<file path="src/rtl/uart_rxi_pkg.sv">
package uart_rxi_pkg;
    localparam int DATA_W    = 8;
    localparam int ADDR_W    = 3;
    localparam int SRC_COUNT = 4;

    localparam logic [ADDR_W-1:0] OFF_DATA   = 3'd0;
    localparam logic [ADDR_W-1:0] OFF_ENABLE = 3'd1;
    localparam logic [ADDR_W-1:0] OFF_STATUS = 3'd5;

    typedef struct packed {
        logic [SRC_COUNT-2:0] spare;
        logic                 rx_en;
    } enable_t;

    typedef struct packed {
        logic              rd;
        logic              wr;
        logic [ADDR_W-1:0] addr;
    } bus_req_t;

    function automatic logic hits(input bus_req_t req, input logic [ADDR_W-1:0] off,
                                  input logic is_read);
        return (is_read ? req.rd : req.wr) && (req.addr == off);
    endfunction
endpackage

</file>
<file path="src/rtl/rxi_enable_reg.sv">
module rxi_enable_reg
    import uart_rxi_pkg::*;
#(
    parameter int DW = DATA_W
) (
    input  logic          clk,
    input  logic          rst,
    input  logic          wr_en,
    input  logic [DW-1:0] wdata,
    output enable_t       en_q
);
    logic unused_hi;
    assign unused_hi = ^wdata[DW-1:SRC_COUNT];

    always_ff @(posedge clk) begin
        if (rst)        en_q <= '0;
        else if (wr_en) en_q <= enable_t'(wdata[SRC_COUNT-1:0]);
    end
endmodule

</file>
<file path="src/rtl/rxi_hold.sv">
module rxi_hold
    import uart_rxi_pkg::*;
#(
    parameter int DW = DATA_W
) (
    input  logic          clk,
    input  logic          rst,
    input  logic          rx_strobe,
    input  logic [DW-1:0] rx_byte,
    input  logic          data_read,
    output logic [DW-1:0] hold_q,
    output logic          pend_q
);
    always_ff @(posedge clk) begin
        if (rst) begin
            hold_q <= '0;
            pend_q <= 1'b0;
        end else begin
            if (rx_strobe) hold_q <= rx_byte;
            if (rx_strobe)      pend_q <= 1'b1;
            else if (data_read) pend_q <= 1'b0;
        end
    end
endmodule

</file>
<file path="src/rtl/rxi_read_mux.sv">
module rxi_read_mux
    import uart_rxi_pkg::*;
#(
    parameter int DW = DATA_W,
    parameter int AW = ADDR_W
) (
    input  logic [AW-1:0] addr,
    input  logic [DW-1:0] hold,
    input  enable_t       en,
    input  logic          pend,
    output logic [DW-1:0] rdata
);
    always_comb begin
        rdata = '0;
        unique case (addr)
            OFF_DATA:   rdata = hold;
            OFF_ENABLE: rdata[SRC_COUNT-1:0] = en;
            OFF_STATUS: rdata[0] = pend;
            default:    rdata = '0;
        endcase
    end
endmodule

</file>
<file path="src/rtl/uart_rx_irq.sv">
module uart_rx_irq
    import uart_rxi_pkg::*;
#(
    parameter int DW = DATA_W,
    parameter int AW = ADDR_W
) (
    input  logic          clk,
    input  logic          rst,
    input  logic          rx_strobe,
    input  logic [DW-1:0] rx_byte,
    input  logic [AW-1:0] bus_addr,
    input  logic          bus_rd,
    input  logic          bus_wr,
    input  logic [DW-1:0] bus_wdata,
    output logic [DW-1:0] bus_rdata,
    output logic          irq
);
    bus_req_t        req;
    enable_t         ier_q;
    logic [DW-1:0]   hold_q;
    logic            pend_q;

    assign req = '{rd: bus_rd, wr: bus_wr, addr: bus_addr};

    rxi_enable_reg #(.DW(DW)) u_en (
        .clk(clk), .rst(rst),
        .wr_en(hits(req, OFF_ENABLE, 1'b0)),
        .wdata(bus_wdata), .en_q(ier_q)
    );

    rxi_hold #(.DW(DW)) u_hold (
        .clk(clk), .rst(rst),
        .rx_strobe(rx_strobe), .rx_byte(rx_byte),
        .data_read(hits(req, OFF_DATA, 1'b1)),
        .hold_q(hold_q), .pend_q(pend_q)
    );

    rxi_read_mux #(.DW(DW), .AW(AW)) u_mux (
        .addr(bus_addr), .hold(hold_q), .en(ier_q), .pend(pend_q),
        .rdata(bus_rdata)
    );

    assign irq = pend_q & ier_q.rx_en;
endmodule

</file>
<file path="config.mk">
export PLATFORM = sky130hd
export DESIGN_NAME = uart_rx_irq
export DESIGN_NICKNAME = d
export VERILOG_FILES = /design/src/rtl/uart_rxi_pkg.sv /design/src/rtl/rxi_enable_reg.sv /design/src/rtl/rxi_hold.sv /design/src/rtl/rxi_read_mux.sv /design/src/rtl/uart_rx_irq.sv
export SDC_FILE = /design/constraint.sdc
export NUM_CORES = 1
export LEC_CHECK = 0
export ABC_AREA = 1
export BUFFER_PORTS_ARGS = -buffer_cell sky130_fd_sc_hd__clkbuf_2
export CORE_UTILIZATION = 37
export DETAILED_ROUTE_END_ITERATION = 16
export GPL_TIMING_DRIVEN = 0
export PLACE_DENSITY = 0.69
export SLEW_MARGIN = 20
export SYNTH_ARGS = -nofsm -noshare
export SYNTH_HDL_FRONTEND = slang
export SYNTH_SLANG_ARGS = --single-unit
export TNS_END_PERCENT = 20
</file>
<file path="constraint.sdc">
create_clock -name clk -period 0.8 [get_ports clk]
set_clock_uncertainty 0.2 [all_clocks]
set_input_delay 0.16 -clock clk [delete_from_list [all_inputs] [get_ports clk]]
set_output_delay 0.16 -clock clk [all_outputs]
set_load 0.01 [all_outputs]
</file>
# Yosys cells after proc, flatten, opt, wreduce, memory -nomap -nowiden
# Cells that the tools add are included.
# Widths: inputs -> output; s select.
word_totals:
  word_cells: 16
  reg_bits: 13
  out_inout_bits: 9
op_classes:
  bitwise: 1
  reduce_logical: 4
  n_eq_ne: 2
  muxes: 5
ops:
  columns: ["operator", "n"]
  rows:
  - ["$pmux 3 s2", 1]
  - ["$mux 4", 1]
  - ["$eq 3x1->1 const B", 1]
  - ["$eq 3x3->1 const B", 1]
  - ["$logic_not 3->1", 1]
  - ["$pmux 1 s3", 1]
  - ["$logic_and 1x1->1", 2]
  - ["$mux 1", 2]
  - ["$reduce_bool 2->1", 1]
  - ["$and 1x1->1", 1]

# Depth between registers and ports, before layout
# Gate-level depths: netlist of run 1.
logic_depth:
  ltp_word: 4
  ltp_mapped: 5
  ltp_nobuf: 5

# Cells and area by module
# From an unflattened synthesis of run 1, not the netlist that was laid out.
unflattened:
  cells_unflattened: 101
  area_unflattened_um2: 665.6
by_module_without_submodules:
  columns: ["mod", "seq_area_each_um2", "instances", "area_each_um2", "cells_per_inst"]
  rows:
  - ["rxi_hold", 180.2, 1, 304.0, 38]
  - ["rxi_enable_reg", 80.1, 1, 172.7, 26]
  - ["rxi_read_mux", 0.0, 1, 151.4, 27]
  - ["uart_rx_irq", 0.0, 1, 37.5, 10]

# Least setup slack after synthesis of run 1
# Ideal clock, no wire load.
synth_path:
  kind: "in2out"
  start: "input port bus_addr[1]"
  end: "output port bus_rdata[1]"
  t_required_ps: 440
  path_slack_ps: -292
  cell_stages: 3
  t_arrival_ps: 732
  cell_sequence: "nor2_4 nand2_1 o21ai_0"
synth_between:
  elab_chain_cells: 2
  word_cells_on_any_way: 3
synth_rtl:
  columns: ["element", "line_no", "text"]
  rows:
  - ["start, declared", "uart_rx_irq.sv:11", "input logic [AW-1:0] bus_addr,"]
  - ["$eq 3x1->1 / $logic_not 3->1 (equally long branches)", "rxi_read_mux.sv:15", "unique case (addr)"]
  - ["$pmux 3 s2 *", "rxi_read_mux.sv:15", null]
  - ["end, declared", "uart_rx_irq.sv:15", "output logic [DW-1:0] bus_rdata,"]
# Mark *: on every way between the ends. The rest lies on a longest branch, timed or not.

# Worst setup path after layout of run 1
layout_path:
  start: "register u_en.en_q[0] (netlist name)"
  end: "output port bus_rdata[0]"
layout_between:
  elab_chain_cells: 1
layout_rtl:
  columns: ["element", "line_no", "text"]
  rows:
  - ["start, declared", "rxi_enable_reg.sv:10", "output enable_t en_q"]
  - ["start signal, assigned", "rxi_enable_reg.sv:17", "else if (wr_en) en_q <= enable_t'(wdata[SRC_COUNT-1:0]);"]
  - ["$pmux 1 s3", "rxi_read_mux.sv:15", null]
# No other way between the ends.

==> impl_results.md, run 1 <==
* Max VDD drop at 0.895 mV
* Pre-CTS setup slack at -0.526 ns
* Port bufs at 28
* Post-Syn Area per Cell at 6.96 um^2
* Cell Area, Synth at 592 um^2
* DR vias/cell at 4.65
* Most common cell after layout, fill and taps aside: clkbuf_2
* Diodes inserted at 0
* Crit path launch: u_en.en_q[0]
* Die height at 42.0 um
* Slew HR at 83.9%
* R2R Path End: u_en.en_q[3]
* Met3 wire len at 52 um
* Final setup vio count at 15
* Warnings, synthesis at 0
* Met2 WL at 654 um
* Worst-path clk slew at 0.08 ns
* Global-route wire length before repair at 2240 um
* Status: finished with violations
* PnR Total Power at 0.00133 W
* Root buf cell: clkbuf_4
* Post-synthesis cell type count at 12
* Final Max Tran Viols at 0
* Die area at 1760 um^2
* Worst-skew pair later-pin latency at 0.28 ns
* Lkg Pwr at 0.441 nW
* Max_cap viols at 0
* Most frequent cells in the layout: 22 x clkbuf_2, 21 x nor2_1, 10 x nand2_1
* Crit-path max FO at 2
* Fmax at 767 MHz
* Largest net degree at the start of global routing at 11
* Highest routed layer: met4
* Min setup slack post-route at -0.503 ns
* RSZ-0062 raised after global routing: yes
* CTS Buf Count at 3
* Register bit count reported by yosys at 13
* Clock sinks at 13
* Post-Syn Nets at 109
* Core area at 1510 um^2
* Final wirelength at 1310 um
* Row count at 14
* Tmin final at 1.30 ns
* Share of layout cells above drive strength 1 at 44.6%
* Failing checks: hold timing, setup timing
* Multi-input gate area at 289 um^2
* Drt initial violations at 6
* Period utilization at 163%
* Register-to-register setup slack at -0.01 ns
* Startpoint types: flip-flop
* Final count of hold timing violations at 13
* CTS max path bufs at 2
* Initial antenna violation count at 0
* Total Routing Usage GR at 16.8%
* Pwr Density at 1560 nW/um^2
* Met1 Wirelength at 577 um
* Hold Path Class: in2reg
* Area growth syn-to-layout at 43.8%
* Worst Path Required at 0.44 ns
* FF/Latch Area at 269 um^2
* Worst hold slack at -0.153 ns
* Remaining antenna violation count after routing at 0
* Vias at 637
* Chip Width at 42.0 um
* Initial core utilization at 39.3%
* Drt first pass iters at 4
* Crit path capture type: primary output
* RePlAce Congestion at 0.708
* Post-synthesis sequential area ratio at 44.0%
* Fillers at 154
* Reg2reg start: u_en.en_q[3]
* CTS tree: yes
* # DRC at 0
* Nets at 146
* Cells after Synth at 85
* Slew @ Worst Pin at 0.241 ns
* CP Capture Point: bus_rdata[0]
* Grt total ovfl at 0
* Worst reg-to-reg path cell count at 4
* Average wire per standard cell at 9.59 um
* Ports at 33
* Final HPWL DP at 960 um
* Setup CP Type: reg2out
* Vias in the first global route at 559
* H-tree depth at 1
* Worst endpoint data arrival time at 0.94 ns
[sequential cells by signal (all words and copies together), names as in the netlist]
signal	cells
u_hold.hold_q	8
u_hold.pend_q	1
u_en.en_q	4
[synth_stat cells (all sizes together)]
cell type / n / area (um^2)
a21oi: 5 / 25.0
buf: 2 / 16.3
dfxtp: 13 / 260
inv: 12 / 45.0
nand2: 12 / 45.0
nand3: 7 / 47.6
nor2: 22 / 90.1
o211ai: 1 / 7.51
o21ai: 11 / 55.1
[through the flow]
stage | std cells | utilization [%] | TNS, ns | cell area [um^2]
4_1_cts | 134 | 54.0 | -4.54 | 813
5_1_grt | 137 | 56.5 | -5.41 | 851
6_report | 137 | 56.5 | -4.31 | 851
2_1_floorplan | 85 | - | -2.24 | 594
3_3_place_gp | 129 | 50.1 | -6.80 | 754
3_5_place_dp | 129 | 50.1 | -7.27 | 754
[layer usage]
metal,up-vias,global-route usage [%]
li1,340,-
met1,277,18.9
met2,16,29.7
met3,4,2.59
met4,0,9.68
met5,-,0
[layout make-up]
class                           instances  share of cell area, %
Buffer                                  2                   2.21
Clock buffer                            4                   3.09
Inverter                               12                   5.29
Multi-Input combinational cell         58                   34.0
Sequential cell                        13                   31.6
Tap cell                               16                   2.35
Timing Repair Buffer                   32                   21.5
[how the worst min path moves through the flow]
stage          start            end  cells after the start
2_1_floorplan    rst  u_hold.pend_q                      1
3_3_place_gp     rst  u_hold.pend_q                      2
3_5_place_dp     rst  u_hold.pend_q                      2
4_1_cts          rst  u_hold.pend_q                      2
5_1_grt          rst  u_hold.pend_q                      2
6_report         rst  u_hold.pend_q                      2
[critical path, stage by stage (launching register included)]
cell and delay [ns]:
dfxtp_2 0.34, inv_2 0.03, o211ai_1 0.14, buf_2 0.15
[logic make-up after synthesis]
| kind of cell | share of synthesized area, % |
|---|---|
| AOI/OAI and AO/OA | 14.8 |
| buffers and inverters | 10.4 |
| DFF | 44.0 |
| and+or+nand+nor | 30.9 |
[where the power goes]
| group | internal (W) | switching [W] | leakage [nW] |
|---|---|---|---|
| clock | 0.000193 | 0.000213 | 0.0150 |
| sequential | 0.000689 | 0.0000179 | 0.110 |
| combinational | 0.000104 | 0.000114 | 0.316 |
[repair_timing]
action                                 in CTS  in global routing
setup buffers                               1                  3
pin swaps                                   6                  2
endpoints found under the hold margin      13                 11
setup endpoints to repair                  16                 19
gates resized for setup                    12                 16
(Power assumes the default switching activity.)
==> run 2: changes to the inputs <==
--- a/config.mk
+++ b/config.mk
@@ -7,7 +7,9 @@
 export LEC_CHECK = 0
 export ABC_AREA = 1
 export BUFFER_PORTS_ARGS = -buffer_cell sky130_fd_sc_hd__clkbuf_2
+export CORE_MARGIN = 5
 export CORE_UTILIZATION = 37
+export CTS_CLUSTER_DIAMETER = 120
 export DETAILED_ROUTE_END_ITERATION = 16
 export GPL_TIMING_DRIVEN = 0
 export PLACE_DENSITY = 0.69
==> impl_results.md, run 2 (same netlist as run 1, synthesis figures left out) <==
* Total Routing Usage GR at 11.8% (-5.0 points)
* Worst-path clk slew at 0.08 ns (about the same)
* Worst hold stages at 2 (unchanged)
* Lkg Pwr at 0.451 nW (+2.2%)
* Pwr Density at 1560 nW/um^2 (-0.49%)
* Final HPWL DP at 1050 um (+9.2%)
* Worst-skew pair later-pin latency at 0.28 ns (about the same)
* Slew HR at 85.4% (+1.5 points)
* Setup CP Type: reg2out
* Final wirelength at 1430 um (+9.1%)
* Most frequent cells in the layout: 21 x nor2_1, 19 x clkbuf_2, 11 x nand2_1
* Max_cap viols at 0 (unchanged)
* Chip Width at 50.0 um (+19%)
* Vias at 652 (+2.4%)
* Share of layout cells above drive strength 1 at 50.8% (+6.2 points)
* Final setup vio count at 15 (unchanged)
* CTS tree: yes
* Period utilization at 163% (+0.43 points)
* Remaining antenna violation count after routing at 0 (unchanged)
* Largest regs: u_hold.hold_q: 8 flops, u_en.en_q: 4 flops, u_hold.pend_q: 1 flops
* Worst endpoint data arrival time at 0.95 ns (about the same)
* RSZ-0062 raised after global routing: yes
* Register name with the most flops: u_hold.hold_q
* Final count of hold timing violations at 13 (unchanged)
* Clock sinks at 13 (unchanged)
* Hold Path Class: in2reg
* Drt initial violations at 6 (unchanged)
* Worst reg-to-reg path cell count at 3 (-1)
* Core area at 1510 um^2 (unchanged)
* Largest net degree at the start of global routing at 11 (unchanged)
* DR vias/cell at 4.72 (+1.6%)
* R2R Path End: u_hold.hold_q[1]
* Grt total ovfl at 0 (unchanged)
* Nets at 147 (+0.68%)
* Placed instance count at 129 (unchanged)
* Port bufs at 28 (unchanged)
* Most common cell after layout, fill and taps aside: nor2_1
* Worst Path Required at 0.44 ns (about the same)
* Average wire per standard cell at 10.4 um (+8.3%)
* Drt first pass iters at 4 (unchanged)
* Die area at 2500 um^2 (+42%)
* H-tree depth at 1 (unchanged)
* Initial core utilization at 39.3% (unchanged)
* Hold Path Sink: u_hold.pend_q
* Fmax at 765 MHz (-0.27%)
* Max VDD drop at 1.05 mV (+17%)
* Fin cells at 138 (+0.73%)
* Min-delay src: rst
* Crit path capture type: primary output
* Vias in the first global route at 580 (+3.8%)
* Largest register FFs at 8 (unchanged)
* Ports at 33 (unchanged)
* CTS Buf Count at 3 (unchanged)
* Min setup slack post-route at -0.507 ns (-0.00348 ns)
* Startpoint types: flip-flop
* Area growth syn-to-layout at 46.7%
* Reg2reg start: u_hold.hold_q[1]
* Crit-path max FO at 2 (unchanged)
* Global-route wire length before repair at 2400 um (+7.1%)
* Diodes inserted at 0 (unchanged)
* Root buf cell: clkbuf_4
* Die height at 50.0 um (+19%)
* Row count at 14 (unchanged)
* Final Max Tran Viols at 0 (unchanged)
* Tmin final at 1.31 ns (+0.00348 ns)
* # DRC at 0 (unchanged)
* Status: finished with violations
* Register-to-register setup slack at -0.10 ns (-0.09 ns)
* Failing checks: hold timing, setup timing
* Initial antenna violation count at 0 (unchanged)
* Slew @ Worst Pin at 0.216 ns (-0.0244 ns)
* CTS max path bufs at 2 (unchanged)
* Worst hold slack at -0.156 ns (-0.00300 ns)
* RePlAce Congestion at 0.698 (-1.4%)
## run 2: changes by cell type in the layout (fill, tap and decap cells not counted), moves of 2 or more
cell      previous run  this run
buf_2                5         9
clkbuf_2            22        19
o21ai_1              7         4
o21ai_2              1         4
dfxtp_1              6         4
dfxtp_2              7         9
inv_1                9         7
inv_2                3         5
## run 2: critical path, stage by stage, from the launching register on
cell      delay (ns)
dfxtp_2         0.34
inv_2           0.04
o211ai_1        0.14
buf_2           0.15
## run 2: layer usage
| layer | track usage [%] | up-vias | share of wire (%) |
|---|---|---|---|
| met4 | 5.24 | 0 | 1.2 |
| met2 | 18.2 | 16 | 51 |
| met3 | 3.31 | 3 | 5.5 |
| met5 | 0 | - | 0 |
| met1 | 14.9 | 286 | 42 |
| li1 | - | 347 | - |
## run 2: area by class of cell
cell class                      instances  area (um^2)
Tap cell                               16         20.0
Multi-Input combinational cell         58          302
Clock buffer                            4         26.3
Inverter                               12         45.0
Buffer                                  2         22.5
Fill cell                             155          638
Timing Repair Buffer                   33          181
Sequential cell                        13          272
## run 2: what timing repair did
action                                  4_1_cts  5_1_grt
gates cloned                                  0        0
endpoints found under the setup margin       18       20
hold endpoints to repair                     13       11
setup buffers                                 0        5
pin swaps                                     0       10
gates resized for setup                      10       29
## run 2: how the worst max path moves through the flow
stage | startpoint | to | slack (ns)
after floorplan | bus_addr[2] | bus_rdata[0] | -0.26
after global placement | bus_addr[2] | bus_rdata[0] | -0.50
after detailed placement | bus_addr[2] | bus_rdata[0] | -0.52
after CTS | u_en.en_q[0] | bus_rdata[0] | -0.52
after global routing | u_en.en_q[0] | bus_rdata[0] | -0.56
final | u_en.en_q[0] | bus_rdata[0] | -0.51
## run 2: report_power, final
part,switching (W),internal [W],total (W)
Clock,0.000217,0.000193,0.000410
Sequential,0.0000204,0.000691,0.000712
Combinational,0.000120,0.000109,0.000229
## run 2: per-stage QoR
stage	util (%)	area [um^2]	worst slack, ns	setup TNS [ns]	power (W)
2_1_floorplan	-	594	-0.262	-2.24	0.000815
3_3_place_gp	50.1	754	-0.504	-6.89	0.000898
3_5_place_dp	50.1	754	-0.515	-7.06	0.000902
4_1_cts	52.2	787	-0.522	-4.38	0.00131
5_1_grt	57.6	868	-0.556	-5.60	0.00144
6_report	57.6	868	-0.507	-4.61	0.00135
==> run 3: changes to the inputs <==
--- a/config.mk
+++ b/config.mk
@@ -7,12 +7,14 @@
 export LEC_CHECK = 0
 export ABC_AREA = 1
 export BUFFER_PORTS_ARGS = -buffer_cell sky130_fd_sc_hd__clkbuf_2
+export CELL_PAD_IN_SITES_DETAIL_PLACEMENT = 1
+export CELL_PAD_IN_SITES_GLOBAL_PLACEMENT = 1
 export CORE_MARGIN = 5
-export CORE_UTILIZATION = 37
+export CORE_UTILIZATION = 25
 export CTS_CLUSTER_DIAMETER = 120
 export DETAILED_ROUTE_END_ITERATION = 16
 export GPL_TIMING_DRIVEN = 0
-export PLACE_DENSITY = 0.69
+export PLACE_DENSITY = 0.7
 export SLEW_MARGIN = 20
 export SYNTH_ARGS = -nofsm -noshare
 export SYNTH_HDL_FRONTEND = slang
==> impl_results.md, run 3 (same netlist as run 1, synthesis figures left out) <==
* Status: finished with violations
* Failing checks: hold timing, setup timing
* # DRC at 0 (unchanged)
* Lkg Pwr at 0.447 nW (-0.99%)
* Max_cap viols at 0 (unchanged)
* Final count of hold timing violations at 13 (unchanged)
* Final instance area at 863 um^2 (-0.58%)
* Most frequent cells in the layout: 22 x clkbuf_2, 21 x nor2_1, 11 x nand2_1
* Chip Width at 58.7 um (+17%)
* Setup CP Type: reg2out
* Core area at 2230 um^2 (+48%)
* Final Max Tran Viols at 0 (unchanged)
* Area growth syn-to-layout at 45.9%
* Die height at 58.7 um (+17%)
* H-tree depth at 1 (unchanged)
* CTS Buf Count at 3 (unchanged)
* Drt first pass iters at 3 (-1)
* RSZ-0062 raised after global routing: yes
* Final setup vio count at 14 (-1)
* CTS tree: yes
* Vias in the first global route at 638 (+10%)
* Drt initial violations at 4 (-2)
* Period utilization at 164% (+0.39 points)
* Die area at 3440 um^2 (+38%)
* Tmin final at 1.31 ns (+0.00313 ns)
* Final HPWL DP at 1310 um (+25%)
* Hold Path Class: in2reg
* Final wirelength at 1650 um (+15%)
* Multi-input gate area at 282 um^2 (-6.6%)
* Worst-path clk slew at 0.08 ns (about the same)
* Largest net degree at the start of global routing at 11 (unchanged)
* Most common cell after layout, fill and taps aside: clkbuf_2
* Share of layout cells above drive strength 1 at 46.3% (-4.5 points)
* RePlAce Congestion at 0.744 (+6.5%)
* Fillers at 311 (+100%)
* Largest regs: u_hold.hold_q: 8 flops, u_en.en_q: 4 flops, u_hold.pend_q: 1 flops
* Vias at 657 (+0.77%)
* Diodes inserted at 0 (unchanged)
* Crit-path max FO at 2 (unchanged)
* Worst-skew pair later-pin latency at 0.27 ns (about the same)
* Clock sinks at 13 (unchanged)
* Fmax at 763 MHz (-0.24%)
* Worst hold stages at 2 (unchanged)
* Average wire per standard cell at 10.9 um (+5.2%)
* Largest register FFs at 8 (unchanged)
* Row count at 17 (+3)
* Initial core utilization at 26.5% (-13 points)
* FF/Latch Area at 272 um^2 (unchanged)
* Ports at 33 (unchanged)
* Startpoint types: flip-flop
* Global-route wire length before repair at 2620 um (+9.2%)
* Initial antenna violation count at 0 (unchanged)
* Pwr Density at 1540 nW/um^2 (-1.3%)
* Worst reg-to-reg path cell count at 5 (+2)
* Worst hold slack at -0.147 ns (+0.00939 ns)
* Max VDD drop at 0.713 mV (-32%)
* Total Routing Usage GR at 9.67% (-2.1 points)
* Nets at 148 (+0.68%)
* Dpl cell area at 769 um^2 (+2.0%)
* Grt total ovfl at 0 (unchanged)
* Worst endpoint data arrival time at 0.95 ns (about the same)
* Post-layout util at 38.7% (-19 points)
* Fin Setup TNS at -4.91 ns (-0.296 ns)
* Remaining antenna violation count after routing at 0 (unchanged)
* Port bufs at 28 (unchanged)
* Register name with the most flops: u_hold.hold_q
* CTS max path bufs at 2 (unchanged)
* Min setup slack post-route at -0.510 ns (-0.00313 ns)
* Pre-CTS setup slack at -0.576 ns (-0.0607 ns)
* Placed instance count at 141 (+9.3%)
* Root buf cell: clkbuf_4
* Register-to-register setup slack at -0.12 ns (-0.02 ns)
* Slew @ Worst Pin at 0.172 ns (-0.0441 ns)
* Worst Path Required at 0.44 ns (about the same)
* DR vias/cell at 4.35 (-7.9%)
* Slew HR at 88.5% (+3.1 points)
* Crit path capture type: primary output
* Fin cells at 151 (+9.4%)
-- run 3: routing by layer --
metal / vias to the layer above / GRT usage, % / wire length, um
li1: 348 / - / -
met5: - / 0 / 0
met2: 13 / 15.8 / 822
met3: 2 / 2.41 / 97
met1: 294 / 12.1 / 720
met4: 0 / 3.88 / 10
-- run 3: metrics by stage --
stage	hold slack, ns	power (W)
after floorplan	0.0291	0.000815
after global placement	0.145	0.000902
after detailed placement	0.144	0.000909
after CTS	-0.159	0.00133
after global routing	-0.159	0.00142
final	-0.147	0.00133
-- run 3: worst paths after layout --
check | startpoint | end
setup reg to reg | u_en.en_q[0] | u_en.en_q[0]
hold / removal | rst | u_hold.pend_q
hold reg to reg | u_hold.hold_q[7] | u_hold.hold_q[7]
setup / recovery | u_en.en_q[0] | bus_rdata[0]
-- run 3: what timing repair did --
action	in CTS	in global routing
endpoints found under the setup margin	17	18
buffers inserted	2	4
hold endpoints to repair	13	13
resized for setup	11	17
gates cloned	0	0
pin swaps	3	4
-- run 3: critical path, cell delays in order, from the launching register on --
cell,delay [ns]
dfxtp_2,0.34
inv_2,0.03
o211ai_1,0.15
buf_2,0.16
-- run 3: final cells by class --
cell class	instances	area share, %
Clock buffer	4	3.04
Tap cell	28	4.06
Sequential cell	13	31.4
Buffer	2	2.17
Multi-Input combinational cell	58	32.6
Inverter	12	5.22
Timing Repair Buffer	34	21.4
-- run 3: power breakdown --
part           switching [W]  total, W  internal, W
combinational       0.000117  0.000220     0.000103
sequential         0.0000176  0.000709     0.000691
clock               0.000205  0.000398     0.000193
total               0.000339   0.00133     0.000987
